--- src/rtl/idx_tbl_pkg.sv ---
package idx_tbl_pkg;

    localparam int WORD_W   = 32;
    localparam int TYPE_LSB = 16;
    localparam int TYPE_MSB = 30;
    localparam int CMD_BIT  = 31;
    localparam int TYPE_W   = TYPE_MSB - TYPE_LSB + 1;
    localparam logic [TYPE_W-1:0] TABLE_TYPE = TYPE_W'(1);

    typedef enum logic {
        ST_PASS,
        ST_LATCHED
    } win_state_e;

    typedef enum logic [2:0] {
        OP_NONE,
        OP_BAD,
        OP_WR_DATA,
        OP_WR_ADDR,
        OP_RD_DATA,
        OP_RD_ADDR
    } win_op_e;

    function automatic logic names_table(input logic [WORD_W-1:0] w);
        return w[TYPE_MSB:TYPE_LSB] == TABLE_TYPE;
    endfunction

endpackage

--- src/rtl/idx_tbl_decode.sv ---
module idx_tbl_decode
    import idx_tbl_pkg::*;
#(
    parameter int WIN_AW = 3
) (
    input  logic              req_valid,
    input  logic              req_write,
    input  logic              req_full,
    input  logic [WIN_AW-1:0] req_addr,
    output win_op_e           op
);

    localparam int LANE_BITS = 2;
    localparam int REG_BIT   = LANE_BITS;
    localparam int WIN_BITS  = LANE_BITS + 1;

    logic aligned;
    logic in_window;

    always_comb begin
        aligned   = req_full && (req_addr[LANE_BITS-1:0] == '0);
        in_window = (req_addr >> WIN_BITS) == '0;
        if (!req_valid) begin
            op = OP_NONE;
        end else if (!aligned || !in_window) begin
            op = OP_BAD;
        end else if (req_write) begin
            op = req_addr[REG_BIT] ? OP_WR_ADDR : OP_WR_DATA;
        end else begin
            op = req_addr[REG_BIT] ? OP_RD_ADDR : OP_RD_DATA;
        end
    end

endmodule

--- src/rtl/idx_tbl_ctrl.sv ---
module idx_tbl_ctrl
    import idx_tbl_pkg::*;
(
    input  logic              clk,
    input  logic              rst_n,
    input  win_op_e           op,
    input  logic [WORD_W-1:0] req_wdata,
    output win_state_e        state,
    output logic [WORD_W-1:0] addr_q,
    output logic [WORD_W-1:0] data_q
);

    win_state_e state_nxt;

    // claim / release / hold
    always_comb begin
        state_nxt = state;
        unique case (op)
            OP_WR_ADDR: state_nxt = names_table(req_wdata) ? ST_LATCHED : ST_PASS;
            default:    state_nxt = state;
        endcase
    end

    always_ff @(posedge clk or negedge rst_n) begin
        if (!rst_n) begin
            state <= ST_PASS;
        end else begin
            state <= state_nxt;
        end
    end

    always_ff @(posedge clk or negedge rst_n) begin
        if (!rst_n) begin
            addr_q <= '0;
            data_q <= '0;
        end else begin
            if (op == OP_WR_DATA) begin
                data_q <= req_wdata;
            end
            if (op == OP_WR_ADDR && names_table(req_wdata)) begin
                addr_q <= req_wdata;
            end
        end
    end

endmodule

--- src/rtl/idx_tbl_route.sv ---
module idx_tbl_route
    import idx_tbl_pkg::*;
#(
    parameter int WIN_AW    = 3,
    parameter int TBL_IDX_W = 12
) (
    input  win_op_e              op,
    input  win_state_e           state,
    input  logic [WIN_AW-1:0]    req_addr,
    input  logic [WORD_W-1:0]    req_wdata,
    input  logic [WORD_W-1:0]    addr_q,
    input  logic [WORD_W-1:0]    data_q,
    input  logic                 tbl_present,
    input  logic [WORD_W-1:0]    ds_rdata,
    input  logic [WORD_W-1:0]    tbl_rdata,
    output logic                 ds_valid,
    output logic                 ds_write,
    output logic [WIN_AW-1:0]    ds_addr,
    output logic [WORD_W-1:0]    ds_wdata,
    output logic                 tbl_we,
    output logic                 tbl_re,
    output logic [TBL_IDX_W-1:0] tbl_idx,
    output logic [WORD_W-1:0]    tbl_wdata,
    output logic [WORD_W-1:0]    rd_data
);

    localparam logic [WORD_W-1:0] CMD_FLIP = WORD_W'(1) << CMD_BIT;

    always_comb begin
        ds_valid  = 1'b0;
        ds_write  = 1'b0;
        ds_addr   = req_addr;
        ds_wdata  = req_wdata;
        tbl_we    = 1'b0;
        tbl_re    = 1'b0;
        tbl_idx   = addr_q[TBL_IDX_W-1:0];
        tbl_wdata = data_q;
        rd_data   = '0;
        unique case (op)
            OP_WR_DATA: begin
                ds_valid = 1'b1;
                ds_write = 1'b1;
            end
            OP_WR_ADDR: begin
                if (names_table(req_wdata) && req_wdata[CMD_BIT]) begin
                    tbl_idx = req_wdata[TBL_IDX_W-1:0];
                    tbl_we  = tbl_present;
                end else begin
                    ds_valid = 1'b1;
                    ds_write = 1'b1;
                end
            end
            OP_RD_ADDR: begin
                if (state == ST_LATCHED) begin
                    rd_data = addr_q ^ CMD_FLIP;
                end else begin
                    ds_valid = 1'b1;
                    rd_data  = ds_rdata;
                end
            end
            OP_RD_DATA: begin
                if (state == ST_LATCHED) begin
                    tbl_re  = tbl_present;
                    rd_data = tbl_present ? tbl_rdata : '0;
                end else begin
                    ds_valid = 1'b1;
                    rd_data  = ds_rdata;
                end
            end
            default: begin
            end
        endcase
    end

endmodule

--- src/rtl/idx_tbl_window.sv ---
module idx_tbl_window
    import idx_tbl_pkg::*;
#(
    parameter int WIN_AW    = 3,
    parameter int TBL_IDX_W = 12
) (
    input  logic                 clk,
    input  logic                 rst_n,
    input  logic                 req_valid,
    input  logic                 req_write,
    input  logic                 req_full,
    input  logic [WIN_AW-1:0]    req_addr,
    input  logic [31:0]          req_wdata,
    output logic                 rsp_valid,
    output logic                 rsp_err,
    output logic [31:0]          rsp_rdata,
    output logic                 ds_valid,
    output logic                 ds_write,
    output logic [WIN_AW-1:0]    ds_addr,
    output logic [31:0]          ds_wdata,
    input  logic [31:0]          ds_rdata,
    input  logic                 tbl_present,
    output logic                 tbl_we,
    output logic                 tbl_re,
    output logic [TBL_IDX_W-1:0] tbl_idx,
    output logic [31:0]          tbl_wdata,
    input  logic [31:0]          tbl_rdata
);

    win_op_e           op;
    win_state_e        cur_state;
    logic [WORD_W-1:0] addr_q;
    logic [WORD_W-1:0] data_q;
    logic [WORD_W-1:0] rd_data;

    idx_tbl_decode #(.WIN_AW(WIN_AW)) u_decode (
        .req_valid (req_valid),
        .req_write (req_write),
        .req_full  (req_full),
        .req_addr  (req_addr),
        .op        (op)
    );

    idx_tbl_ctrl u_ctrl (
        .clk       (clk),
        .rst_n     (rst_n),
        .op        (op),
        .req_wdata (req_wdata),
        .state     (cur_state),
        .addr_q    (addr_q),
        .data_q    (data_q)
    );

    idx_tbl_route #(.WIN_AW(WIN_AW), .TBL_IDX_W(TBL_IDX_W)) u_route (
        .op          (op),
        .state       (cur_state),
        .req_addr    (req_addr),
        .req_wdata   (req_wdata),
        .addr_q      (addr_q),
        .data_q      (data_q),
        .tbl_present (tbl_present),
        .ds_rdata    (ds_rdata),
        .tbl_rdata   (tbl_rdata),
        .ds_valid    (ds_valid),
        .ds_write    (ds_write),
        .ds_addr     (ds_addr),
        .ds_wdata    (ds_wdata),
        .tbl_we      (tbl_we),
        .tbl_re      (tbl_re),
        .tbl_idx     (tbl_idx),
        .tbl_wdata   (tbl_wdata),
        .rd_data     (rd_data)
    );

    always_ff @(posedge clk or negedge rst_n) begin
        if (!rst_n) begin
            rsp_valid <= 1'b0;
            rsp_err   <= 1'b0;
            rsp_rdata <= '0;
        end else begin
            rsp_valid <= (op != OP_NONE);
            rsp_err   <= (op == OP_BAD);
            rsp_rdata <= rd_data;
        end
    end

endmodule

--- config.mk ---
export PLATFORM = sky130hd
export DESIGN_NAME = idx_tbl_window
export DESIGN_NICKNAME = d
export VERILOG_FILES = /design/src/rtl/idx_tbl_pkg.sv /design/src/rtl/idx_tbl_decode.sv /design/src/rtl/idx_tbl_ctrl.sv /design/src/rtl/idx_tbl_route.sv /design/src/rtl/idx_tbl_window.sv
export SDC_FILE = /design/constraint.sdc
export NUM_CORES = 1
export LEC_CHECK = 0
export BUFFER_PORTS_ARGS = -buffer_cell sky130_fd_sc_hd__buf_2
export CAP_MARGIN = 30
export CORE_UTILIZATION = 42
export CTS_CLUSTER_DIAMETER = 50
export DETAILED_ROUTE_END_ITERATION = 8
export PLACE_DENSITY = 0.86
export SLEW_MARGIN = 15
export SYNTH_ARGS = -nofsm -noshare
export SYNTH_HDL_FRONTEND = slang
export SYNTH_HIERARCHICAL = 1
export SYNTH_SLANG_ARGS = --single-unit
--- constraint.sdc ---
create_clock -name clk -period 2.85 [get_ports clk]
set_clock_uncertainty 0.1 [all_clocks]
set_input_delay 0.57 -clock clk [delete_from_list [all_inputs] [get_ports clk]]
set_output_delay 0.57 -clock clk [all_outputs]
set_load 0.01 [all_outputs]
==> run metrics <==
status=complete, but fails checks; failing checks=setup timing; Max Buffers Root-to-Sink=2; Req. time, crit path=2180 ps; synth warn=6; Clock Tree Root=clkbuf_8; hold_buf cts=0; sequential cell area fraction in the yosys report=0.531; Initial Utilization=0.430; drt total wl=11,500 um; Tmin final=2920 ps; clock sink count=99; CTS tree=built; design area=5840 um2; PwrDens=494 nW/um2; crit end category=primary output; placed instance area=5480 um2; Post-Synthesis Net Count=469; Ports=222; P_int=2.14 mW; layout cell share with drive strength beyond 1=0.583; leak pwr=3.39 nW; Sw Ratio=0.259; Max Clk Rate=343 MHz; kind of critical path=input pin to primary output; pre-CTS WS=-195 ps; clock-pin slew on the worst setup and hold paths=90 ps; post-synth top area cell=dfrtp_1; Setup-failing EPs final=12; Cell Area, Synth=4660 um2; routed len/inst=17.0 um; Final Slew Violations=0; Area Growth Syn to Fin=25.2%; total CTS buffers=9; synth top area cells=dfrtp_1 (53%), buf_4 (11%), mux2_2 (9.2%); PnR Total Power=2.88 mW; setup slack after layout=-69.6 ps; type of element launching the critical path=input pin; die span in x=107 um; Worst slew margin=0.604; Min Hold Slack=114 ps; H-tree depth=3; Die ar.=11,500 um2; router iterations before antenna repair=8; crit path DAT=2250 ps; FP Rows=38; initial drt markers=254; top cell type's share of synthesized area=0.531; Logic pwr share=0.157; antenna cells=0; vias in the first global route=3,459; worst-path fanout max=6; Core Region=10,800 um2; Overflow after GRT=0; Yosys cell types=35; post-route ant nets=0; RSZ-0062 raised after global routing=yes; Filler cells=917; final core utilization=0.538; I/O Buffers=221; dpl hpwl=8360 um; nets=635; Period Utilization, post-route=1.02; Yosys reg bits=99; clock latency at the later pin of the worst-skew pair=350 ps; Least-Margin Pin Slew=593 ps; DRC errors left=0; cells after synthesis=364; VDD IR max=0.201 mV; sequential power share=0.539; vias per cell=5.02; GRT Resource Usage Total=0.198; Die Span Y=107 um; clock power share=0.304; mean post-synth cell area=12.8 um2; Via Count=3,389; max-cap violation count=0; antenna violations before repair=0; Tightest Hold Check Type=input pin to async pin; pin count of the biggest net entering global routing=55; sw power=0.745 mW; Final Hold Viols=0; first-pass GRT wire length=17,600 um; routability cong.=0.784
cells by family after synthesis:
logic type	after synthesis	share of synthesized area
AND/OR/NAND/NOR	50	0.0819
multiplexers	62	0.158
AO/OA/AOI/OAI	35	0.0725
flip-flops	99	0.531
buffers and inverters	118	0.156
per-layer routing:
metal  vias to the layer above  wire (um)  GRT usage
li1                       1556          -          -
met1                      1651       4690      0.244
met2                       161       5860      0.341
met3                        21        652     0.0333
met4                         0        250     0.0861
met5                         -          0          0
power groups by stage:
stage / Sequential, mW / Clock, mW / Combinational [mW]
4_1_cts: 1.55 / 0.896 / 0.457
2_1_floorplan: 1.57 / 0 / 0.343
6_report: 1.55 / 0.875 / 0.454
3_3_place_gp: 1.57 / 0 / 0.439
3_5_place_dp: 1.58 / 0 / 0.454
5_1_grt: 1.57 / 0.963 / 0.491
stage by stage:
stage,instances,TNS [ps]
6_report,675,-700
5_1_grt,675,-1560
4_1_cts,673,-395
3_5_place_dp,654,-2040
3_3_place_gp,654,-1700
2_1_floorplan,364,0
final timing paths:
kind | from | end | slack, ps | cells past startpoint
worst max register to register | u_ctrl/state | rsp_rdata[16] | 1170 | 4
max in group asynchronous | rst_n | u_ctrl/state | 1840 | 2
min in group clk | tbl_rdata[5] | rsp_rdata[5] | 330 | 3
worst max-delay path | req_addr[0] | tbl_idx[0] | -70 | 9
worst min-delay path | rst_n | rsp_rdata[8] | 110 | 1
worst min register to register | u_ctrl/addr_q[16] | u_ctrl/addr_q[16] | 390 | 1
layout make-up:
| type | count | area [um2] | share of cell area |
|---|---|---|---|
| Clock inverter | 4 | 51.3 | 0.00879 |
| Clock buffer | 12 | 135 | 0.0232 |
| Timing Repair Buffer | 239 | 1380 | 0.237 |
| Multi-Input combinational cell | 147 | 1490 | 0.255 |
| Inverter | 34 | 128 | 0.0219 |
| Sequential cell | 99 | 2480 | 0.424 |
| Tap cell | 140 | 175 | 0.0300 |
worst max-delay path, stage by stage:
cell and delay, ps:
buf_8 100, nor2_4 120, and4_4 220, or2b_4 280
nor4_4 220, buf_6 160, buf_12 140, mux2_4 310
buf_6 120
synthesized netlist by cell type:
cell / n
nand3b_1: 2
buf_8: 1
nor4_4: 2
a222oi_1: 31
mux2_1: 14
nand2_1: 5
clkbuf_1: 7
a211oi_1: 1
buf_2: 7
or2b_4: 1
a21o_1: 1
nor4b_2: 2
buf_4: 67
nor2_1: 5
nor3_4: 1
nand4_1: 1
mux2_2: 38
and4b_1: 2
or3_1: 1
mux2_4: 10
nand2b_1: 1
nor4_1: 3
o22ai_1: 1
or2_1: 1
and4_1: 1
a31oi_1: 1
dfrtp_1: 99
nand2_2: 1
nor2_2: 1
inv_1: 34
buf_6: 2
nor2b_1: 14
nor3b_1: 3
nor4b_4: 1
nor3_1: 2
flip-flops by register name, indices dropped and copies added (netlist names):
| signal | flops |
|---|---|
| u_ctrl/data_q | 32 |
| rsp_valid | 1 |
| rsp_rdata | 32 |
| u_ctrl/addr_q | 32 |
| rsp_err | 1 |
| u_ctrl/state | 1 |
placed cells by master (no fill, tap or decap), types with 9 or more instances in the layout:
cell,count
buf_2,206
mux2_2,36
mux2_1,14
buf_4,15
nor2b_1,14
dfrtp_1,99
a222oi_1,31
clkbuf_8,9
mux2_4,12
inv_1,34
buf_6,14
repair_timing:
| action | 4_1_cts | 5_1_grt |
|---|---|---|
| endpoints found under the setup margin | 12 | 12 |
| pin swaps | 3 | 0 |
| gates cloned | 1 | 0 |
| buffers inserted | 2 | 2 |
| resized for setup | 19 | 2 |
(Power assumes the default switching activity.)
